==> src/rtl/sst_pkg.sv <==
package sst_pkg;

  typedef enum logic [2:0] {
    PH_IDLE,
    PH_RISE,
    PH_HOLD,
    PH_FALL,
    PH_WAIT
  } phase_e;

  // Edge timing captured for one pulse:
  //   rise_dly - half-cycles added before the leading edge
  //   fall_thr - half index inside the fall phase where the strobe drops
  typedef struct packed {
    logic [1:0] rise_dly;
    logic [2:0] fall_thr;
  } edge_cfg_t;

  // The nominal drop point is half index 2 of the fall phase. The
  // trailing code moves it by -1..+3 halves, depending on the clock mode.
  function automatic logic [2:0] fall_threshold(input logic [1:0] code,
                                                input logic       fast);
    logic [2:0] thr;
    if (fast) begin
      thr = 3'd2 + {1'b0, code};
    end else begin
      unique case (code)
        2'b00:   thr = 3'd2;
        2'b01:   thr = 3'd1;
        2'b10:   thr = 3'd4;
        default: thr = 3'd3;
      endcase
    end
    return thr;
  endfunction

endpackage

==> src/rtl/sst_cfg_decode.sv <==
module sst_cfg_decode
  import sst_pkg::*;
#(
  parameter int OFS_W = 4,
  localparam int CFG_W = 4 + OFS_W
) (
  input  logic [CFG_W-1:0] cfg,
  input  logic             fast_mode,
  output edge_cfg_t        timing,
  output logic [OFS_W-1:0] window,
  output logic             async_mode
);

  localparam int RISE_LSB = 0;
  localparam int FALL_LSB = 2;
  localparam int WIN_LSB  = 4;

  always_comb begin
    timing.rise_dly = cfg[RISE_LSB +: 2];
    timing.fall_thr = fall_threshold(cfg[FALL_LSB +: 2], fast_mode);
    window          = cfg[WIN_LSB +: OFS_W];
    async_mode      = (window == '0);
  end

endmodule

==> src/rtl/sst_window.sv <==
module sst_window #(
  parameter int CNT_W = 4
) (
  input  logic             clk,
  input  logic             rst,
  input  logic             sent,
  input  logic             returned,
  input  logic [CNT_W-1:0] window,
  input  logic             async_mode,
  output logic [CNT_W-1:0] count,
  output logic             room
);

  localparam logic [CNT_W-1:0] ONE = CNT_W'(1);

  logic dec;

  assign dec  = returned && (count != '0);
  assign room = async_mode ? (count == '0) : (count < window);

  always_ff @(posedge clk) begin
    if (rst) begin
      count <= '0;
    end else begin
      unique case ({sent, dec})
        2'b10:   count <= count + ONE;
        2'b01:   count <= count - ONE;
        default: count <= count;
      endcase
    end
  end

endmodule

==> src/rtl/sst_phase_fsm.sv <==
module sst_phase_fsm
  import sst_pkg::*;
#(
  parameter int HOLD_CYCLES = 2,
  localparam int STEP_MAX = (HOLD_CYCLES > 3) ? HOLD_CYCLES : 3,
  localparam int STEP_W   = $clog2(STEP_MAX + 1),
  localparam int HW       = STEP_W + 1
) (
  input  logic      clk,
  input  logic      rst,
  input  logic      start,
  input  edge_cfg_t timing_in,
  input  logic      async_in,
  input  logic      ret_level,
  output logic      half_a,
  output logic      half_b,
  output logic      idle
);

  localparam logic [STEP_W-1:0] ONE       = STEP_W'(1);
  localparam logic [STEP_W-1:0] TWO       = STEP_W'(2);
  localparam logic [STEP_W-1:0] HOLD_LAST = STEP_W'(HOLD_CYCLES - 1);

  phase_e            state, state_n;
  logic [STEP_W-1:0] step, step_n;
  edge_cfg_t         lat;
  logic              lat_async;
  logic [HW-1:0]     ha, hb;

  assign ha   = {step, 1'b0};
  assign hb   = {step, 1'b1};
  assign idle = (state == PH_IDLE);

  always_comb begin
    state_n = state;
    step_n  = step;
    half_a  = 1'b0;
    half_b  = 1'b0;
    unique case (state)
      PH_IDLE: begin
        if (start) begin
          state_n = PH_RISE;
          step_n  = '0;
        end
      end
      PH_RISE: begin
        half_a = (ha >= HW'(lat.rise_dly));
        half_b = (hb >= HW'(lat.rise_dly));
        if (step == ONE) begin
          state_n = PH_HOLD;
          step_n  = '0;
        end else begin
          step_n = step + ONE;
        end
      end
      PH_HOLD: begin
        half_a = 1'b1;
        half_b = 1'b1;
        if (lat_async) begin
          if (ret_level) begin
            state_n = PH_FALL;
            step_n  = '0;
          end
        end else if (step == HOLD_LAST) begin
          state_n = PH_FALL;
          step_n  = '0;
        end else begin
          step_n = step + ONE;
        end
      end
      PH_FALL: begin
        half_a = (ha < HW'(lat.fall_thr));
        half_b = (hb < HW'(lat.fall_thr));
        if (step == TWO) begin
          state_n = (lat_async && ret_level) ? PH_WAIT : PH_IDLE;
          step_n  = '0;
        end else begin
          step_n = step + ONE;
        end
      end
      PH_WAIT: begin
        if (!ret_level) state_n = PH_IDLE;
      end
      default: begin
        state_n = PH_IDLE;
        step_n  = '0;
      end
    endcase
  end

  always_ff @(posedge clk) begin
    if (rst) begin
      state     <= PH_IDLE;
      step      <= '0;
      lat       <= '0;
      lat_async <= 1'b0;
    end else begin
      state <= state_n;
      step  <= step_n;
      if (start && idle) begin
        lat       <= timing_in;
        lat_async <= async_in;
      end
    end
  end

endmodule

==> src/rtl/sst_ddr_out.sv <==
module sst_ddr_out (
  input  logic clk,
  input  logic rst,
  input  logic half_a,
  input  logic half_b,
  output logic strobe
);

  logic pos_q, late_q, neg_q;

  always_ff @(posedge clk) begin
    if (rst) begin
      pos_q  <= 1'b0;
      late_q <= 1'b0;
    end else begin
      pos_q  <= half_a;
      late_q <= half_b;
    end
  end

  // Second-half value moves across on the falling edge.
  always_ff @(negedge clk) begin
    if (rst) neg_q <= 1'b0;
    else     neg_q <= late_q;
  end

  assign strobe = clk ? pos_q : neg_q;

endmodule

==> src/rtl/sync_strobe_ctrl.sv <==
module sync_strobe_ctrl
  import sst_pkg::*;
#(
  parameter int OFS_W       = 4,
  parameter int HOLD_CYCLES = 2,
  localparam int CFG_W      = 4 + OFS_W
) (
  input  logic             clk,
  input  logic             rst,
  input  logic [CFG_W-1:0] cfg,
  input  logic             fast_mode,
  input  logic             xfer_valid,
  output logic             xfer_ready,
  input  logic             ret_strobe,
  output logic             out_strobe,
  output logic             stall,
  output logic [OFS_W-1:0] pending
);

  edge_cfg_t        timing;
  logic [OFS_W-1:0] win;
  logic             async_mode;
  logic             ret_q, ret_rise, accept, room, idle;
  logic             half_a, half_b;

  sst_cfg_decode #(.OFS_W(OFS_W)) u_dec (
    .cfg        (cfg),
    .fast_mode  (fast_mode),
    .timing     (timing),
    .window     (win),
    .async_mode (async_mode)
  );

  always_ff @(posedge clk) begin
    if (rst) ret_q <= 1'b0;
    else     ret_q <= ret_strobe;
  end

  assign ret_rise   = ret_strobe && !ret_q;
  assign xfer_ready = idle && room;
  assign accept     = xfer_valid && xfer_ready;
  assign stall      = xfer_valid && !xfer_ready;

  sst_window #(.CNT_W(OFS_W)) u_win (
    .clk        (clk),
    .rst        (rst),
    .sent       (accept),
    .returned   (ret_rise),
    .window     (win),
    .async_mode (async_mode),
    .count      (pending),
    .room       (room)
  );

  sst_phase_fsm #(.HOLD_CYCLES(HOLD_CYCLES)) u_fsm (
    .clk       (clk),
    .rst       (rst),
    .start     (accept),
    .timing_in (timing),
    .async_in  (async_mode),
    .ret_level (ret_strobe),
    .half_a    (half_a),
    .half_b    (half_b),
    .idle      (idle)
  );

  sst_ddr_out u_out (
    .clk    (clk),
    .rst    (rst),
    .half_a (half_a),
    .half_b (half_b),
    .strobe (out_strobe)
  );

endmodule

==> config.mk <==
export PLATFORM = sky130hd
export DESIGN_NAME = sync_strobe_ctrl
export DESIGN_NICKNAME = d
export VERILOG_FILES = /design/src/rtl/sst_pkg.sv /design/src/rtl/sst_cfg_decode.sv /design/src/rtl/sst_window.sv /design/src/rtl/sst_phase_fsm.sv /design/src/rtl/sst_ddr_out.sv /design/src/rtl/sync_strobe_ctrl.sv
export SDC_FILE = /design/constraint.sdc
export NUM_CORES = 1
export LEC_CHECK = 0
export ABC_CLOCK_PERIOD_IN_PS = 2800
export BUFFER_PORTS_ARGS = -buffer_cell sky130_fd_sc_hd__buf_2
export CORE_UTILIZATION = 51
export DETAILED_ROUTE_END_ITERATION = 12
export PLACE_DENSITY = 0.75
export SLEW_MARGIN = 20
export SYNTH_ARGS = -nofsm -noshare
export SYNTH_HDL_FRONTEND = slang
export SYNTH_SLANG_ARGS = --single-unit
==> constraint.sdc <==
create_clock -name clk -period 2.8 [get_ports clk]
set_input_delay 0.7 -clock clk [delete_from_list [all_inputs] [get_ports clk]]
set_output_delay 0.7 -clock clk [all_outputs]
set_load 0.02 [all_outputs]
==> reports/qor.yml, run 1 <==
run_status:
  status: "complete, but fails checks"
  violations: "negative setup slack"
setup_path:
  crit_chain: "mux2_2 > buf_6"
  r2r_slack_ps: 230
  cp-start-kind: "register"
  r2r-start: "u_win.count[2]"
  cp_slowest_cell: "dfxtp_1"
  path_buf_inv: 1
  rr_endpoint: "u_win.count[2]"
  cpPeakStageDelay_ps: 290
  path_delay_family: "flip-flops"
  r2r_cells: 14
  crit_fanout: 1
  cp-end-kind: "output port"
  cp.required_ps: 2100
  setup.worst_path.class: "reg -> out"
  arrival_ps: 2540
global_route:
  grt_first_pass_wirelength_um: 4930
  grt.total_usage_pct: 24.0
  grt_pass1_vias: 1194
  antenna_found_initial: 0
  grt-ovfl-total: 0
  grt_start_max_net_pins: 22
hold_path:
  hold_path_class: "reg -> reg"
  holdPathEnd: "u_fsm.lat[3]"
  hold_path_depth: 2
  min_from: "u_fsm.lat[3]"
finish:
  layout_commonest_cell: "a21oi_1"
  area_growth_pct: 22.7
  drive_above_1_share_pct: 29.9
  antenna_cells: 0
  register_area_um2: 383
  n_fill_cell: 214
  fin_util_pct: 67.1
  fin_cells: 227
  finalNetCount: 225
  layout_common_cells: "a21oi_1, buf_2, dfxtp_1"
  multi_input_area_um2: 940
yosys:
  synth-edff-count: 0
  syn_nets: 190
  synth_cell_type_count: 44
  ys_ff_latch: 19
  yosys_warnings: 0
  synth_area_mm2: 0.00137
  synth.area.top_cells: "dfxtp_1, ha_1, a21oi_1"
  synth_async_sr_flop_share_pct: 0
  ys_seq_area_share_pct: 27.8
  syn_inst: 163
  synth_top_cell_area_share_pct: 27.8
  synth-main-ff-cell: "dfxtp_1"
  synth_area_leader_cell: "dfxtp_1"
  synth_area_per_cell_um2: 8.39
floorplanning:
  fp.dieW_um: 53.8
  core.rowCount: 18
  core_area_mm2: 0.00250
  pin_count: 20
  die_area_mm2: 0.00289
  initial_core_util_pct: 54.7
  die_y_um: 53.8
job:
  drv_cap: 0
timing:
  tightest_slew_ps: 495
  final_hold_viol_count: 0
  slew_viol_final: 0
  slew_headroom_pct: 66.9
  setup_viol: 1
  tns_ps: -437
  grt_setup_unrepaired: "true"
  clock_skew_ps: 63.3
  layout_setup_ws_ps: -437
route:
  route.detailed.drc: 0
  first_iter_violations: 19
  via_per_inst: 5.57
  drtPass1Iterations: 4
  ant_nets: 0
  vias: 1265
  routedWlPerCell_um: 12.6
  routed_wl_um: 2870
power:
  leakage_uw: 0.000724
  peakVddDrop_uv: 745
  p_per_area_mw_per_mm2: 951
clocking:
  path_clk_slew_ps: 110
  cts_hold_buf: 0
  insertion_delay_ps: 460
  cts_tree: "built"
place:
  hpwlAfterDp_um: 2100
  port_buffers: 19
  routabilityCongestion: 0.856
  dp.cells: 217
-- flip-flops by register name (all words and copies together), names as in the netlist --
signal,flops
u_out.neg_q,1
u_out.late_q,1
u_fsm.state,3
u_fsm.lat,5
u_win.count,4
ret_q,1
u_fsm.lat_async,1
u_fsm.step,2
u_out.pos_q,1
-- metal layers --
layer	share of wire, %	vias up	track usage (%)	wire [um]
li1	-	652	-	-
met1	45	589	27.0	1290
met2	51	22	41.8	1470
met3	3.3	2	7.34	94
met4	0.73	0	9.65	21
met5	0	-	0	0
-- worst max path at each step --
stage / from / endpoint / slack (ps) / cells after the start
floorplan: cfg[5] / u_win.count[2] / 4 / 14
detailed placement: cfg[7] / u_win.count[2] / -110 / 15
finish: u_out.neg_q / out_strobe / -440 / 2
global route: u_out.neg_q / out_strobe / -480 / 2
CTS: u_out.neg_q / out_strobe / -440 / 2
global placement: cfg[7] / u_win.count[2] / -30 / 15
-- worst reg2reg max path, delay by kind of cell, from the launching register on --
family	cells	cell delay (ps)
flops	1	440
buf+inv	2	200
compound gates	5	590
simple gates	2	390
fa+ha+maj	3	600
xor+xnor	2	280
-- stage by stage --
step	hold WS [ps]	worst slack [ps]	power, uW	cell area (um^2)
global placement	474	-27.7	1300	1580
detailed placement	481	-112	1330	1580
global route	529	-480	1730	1680
finish	499	-437	1600	1680
floorplan	455	4.26	1090	1390
CTS	496	-442	1550	1640
-- logic make-up after synthesis --
group | synth area share [%]
AND/OR/NAND/NOR | 25.7
flip-flops | 27.8
buffers and inverters | 5.95
AO/OA/AOI/OAI | 21.0
XOR/XNOR | 2.56
adder cells (fa/ha/maj) | 12.8
multiplexers | 4.12
-- power breakdown --
group / leakage, uW / internal, uW / switching [uW]
registers: 0.000156 / 343 / 74.0
clock network: 0.0000497 / 119 / 116
logic: 0.000517 / 443 / 500
-- what timing repair did --
item,4_1_cts,5_1_grt
pin swaps,0,5
buffers inserted,0,3
setup endpoints to repair,3,3
resized for setup,5,3
-- area by class of cell --
cell class                      count  share of cell area, %
Tap cell                           30                   2.24
Sequential cell                    19                   22.8
Clock inverter                      2                  0.447
Clock buffer                        7                   3.36
Timing Repair Buffer               33                   12.5
Multi-Input combinational cell    124                   56.0
Inverter                           12                   2.68
-- synthesized netlist by cell type, types with 2 or more instances --
cell type  count
nor3b_1        4
nand3_1        5
ha_1          14
a21oi_1       19
mux2i_1        3
xor2_1         4
o21ai_0        2
nand3b_1       2
nor2b_1        7
buf_2          2
clkbuf_1       3
a211oi_1       5
nand2_1        6
inv_1         13
or3_1          3
nor4_4         2
dfxtp_1       19
nor2_1         8
o21ai_1        5
o31ai_1        5
nand2b_1       5
nor3_1         5
Note: power is estimated with default switching activity, not from simulation.
==> run 2: changes to the inputs <==
Settings changed: ABC_AREA from default to 0, ABC_CLOCK_PERIOD_IN_PS 2800 to 3500, CORE_UTILIZATION 51 to 56, PLACE_DENSITY 0.75 to 0.78.
Clock period 2.8 ns to 3.5 ns, I/O delays scaled along.
==> run 2 against run 1 <==
Net effect: the flow still finishes with violations (negative setup slack); critical path depth stayed put; hold slack worse by 7.3 ps; total power is 26% lower; sequential share of layout area is 1.8 points higher; setup slack better by 130 ps; clock-buffer cell count stayed put; register-to-register slack better by 330 ps; routed wire length is 0.84% higher; flip-flop and latch count stayed put; design area is 8.1% lower; critical path type unchanged; critical endpoint unchanged; largest cell class unchanged.
==> reports/qor.yml, run 2 (synthesis gave the netlist of run 1 again) <==
global_route:
  grt_start_max_net_pins: 22  # unchanged
  grt-ovfl-total: 0  # unchanged
  grt.total_usage_pct: 25.6  # was 24.0%
  antenna_found_initial: 0  # unchanged
  grt_first_pass_wirelength_um: 4910  # was 4930 um
  grt_pass1_vias: 1204  # was 1194
finish:
  antenna_cells: 0  # unchanged
  area_growth_pct: 12.8  # was 22.7%
  largest_reg_flops: 5  # unchanged
  largestRegisters: "u_fsm.lat (5), u_win.count (4), u_fsm.state (3)"  # unchanged
  top_register: "u_fsm.lat"  # unchanged
  drive_above_1_share_pct: 21.1  # was 29.9%
  finalNetCount: 213  # was 225
  fin_cells: 213  # was 227
  layout_common_cells: "a21oi_1, dfxtp_1, buf_2"  # was a21oi_1, buf_2, dfxtp_1
timing:
  layout_setup_ws_ps: -302  # was -437 ps
  grt_setup_unrepaired: "true"  # unchanged
  slew_viol_final: 0  # unchanged
  setup_viol: 1  # unchanged
  tns_ps: -302  # was -437 ps
  final_hold_viol_count: 0  # unchanged
  clock_skew_ps: 60.8  # was 63.3 ps
  whs_ps: 491  # was 499 ps
  tightest_slew_ps: 588  # was 495 ps
  slew_headroom_pct: 60.8  # was 66.9%
floorplanning:
  initial_core_util_pct: 60.7  # was 54.7%
  fp.dieW_um: 51.4  # was 53.8 um
  core.rowCount: 17  # was 18
  pin_count: 20  # unchanged
  die_y_um: 51.4  # was 53.8 um
  die_area_mm2: 0.00264  # was 0.00289 mm^2
  core_area_mm2: 0.00225  # was 0.00250 mm^2
hold_path:
  hold_path_class: "reg -> reg"  # unchanged
clocking:
  cts_tree: "built"  # unchanged
  post_cts.repair.setup_buffers: 0  # unchanged
  path_clk_slew_ps: 100  # was 110 ps
  insertion_delay_ps: 480  # was 460 ps
setup_path:
  cp_slowest_cell: "dfxtp_1"  # unchanged
  setup.worst_path.class: "reg -> out"  # unchanged
  crit_chain: "mux2_2 > buf_6"  # unchanged
  cpPeakStageDelay_ps: 300  # was 290 ps
  cp.required_ps: 2620  # was 2100 ps
  crit_fanout: 1  # unchanged
  arrival_ps: 2930  # was 2540 ps
  cp-start-kind: "register"  # unchanged
  path_buf_inv: 1  # unchanged
  cp-end-kind: "output port"  # unchanged
  path_delay_family: "flip-flops"  # unchanged
power:
  p_per_area_mw_per_mm2: 763  # was 951 mW/mm^2
  fin_total_pwr_uw: 1180  # was 1600 uW
  peakVddDrop_uv: 496  # was 745 uV
  leakage_uw: 0.000661  # was 0.000724 uW
route:
  drtPass1Iterations: 4  # unchanged
  ant_nets: 0  # unchanged
  routed_wl_um: 2890  # was 2870 um
  routedWlPerCell_um: 13.6  # was 12.6 um
  first_iter_violations: 12  # was 19
  vias: 1278  # was 1265
  via_per_inst: 6.00  # was 5.57
  route.detailed.drc: 0  # unchanged
run_status:
  violations: "negative setup slack"  # unchanged
  status: "complete, but fails checks"  # unchanged
place:
  port_buffers: 19  # unchanged
  routabilityCongestion: 0.839  # was 0.856
  dp.cells: 206  # was 217
  hpwlAfterDp_um: 2170  # was 2100 um
job:
  drv_cap: 0  # unchanged
-- run 2: changes by cell type in the layout (fill, tap and decap cells not counted), moves of 2 or more --
cell	change
ha_1	+2
dfxtp_2	-2
nor2_1	+2
nor2_4	-2
dfxtp_1	+2
buf_4	-12
-- run 2: path summary, 6_finish.rpt --
| path | start | to | slack, ps | cells after the start |
|---|---|---|---|---|
| setup reg to reg | u_win.count[1] | u_win.count[2] | 560 | 13 |
| hold / removal | u_fsm.lat[0] | u_fsm.lat[0] | 490 | 2 |
| hold reg to reg | u_fsm.lat[0] | u_fsm.lat[0] | 490 | 2 |
| setup / recovery | u_out.neg_q | out_strobe | -300 | 2 |
-- run 2: cell type report --
type,instances,area [um^2]
Clock buffer,7,56.3
Fill cell,199,712
Clock inverter,2,7.51
Timing Repair Buffer,21,113
Tap cell,28,35.0
Multi-Input combinational cell,124,906
Sequential cell,19,380
Inverter,12,45.0
-- run 2: per-layer routing --
metal	global-route usage (%)	up-vias	routed length (um)
met2	39.8	47	1360
met1	29.8	596	1300
met4	17.6	0	80
met3	7.44	11	154
li1	-	624	-
met5	0	-	0
-- run 2: metrics by stage --
step	util [%]	setup slack [ps]	area, um^2
final	68.4	-302	1540
after floorplan	-	297	1370
after global routing	68.4	-342	1540
after CTS	68.4	-312	1540
after global placement	66.0	206	1490
after detailed placement	66.0	105	1490
-- run 2: power breakdown --
part	leakage [uW]	switching [uW]	internal, uW
clock	0.0000497	94.9	95.7
sequential	0.000155	107	273
combinational	0.000455	326	281
-- run 2: worst min-delay path: cells and delay by family (launching register included) --
kind | cells | cell delay (ps)
compound gates | 2 | 130
flops | 1 | 320
-- run 2: what timing repair did --
action | CTS | global route
hold buffers | 0 | 0
cloned | 0 | 0
resized for setup | 2 | 0
setup endpoints to repair | 1 | 1
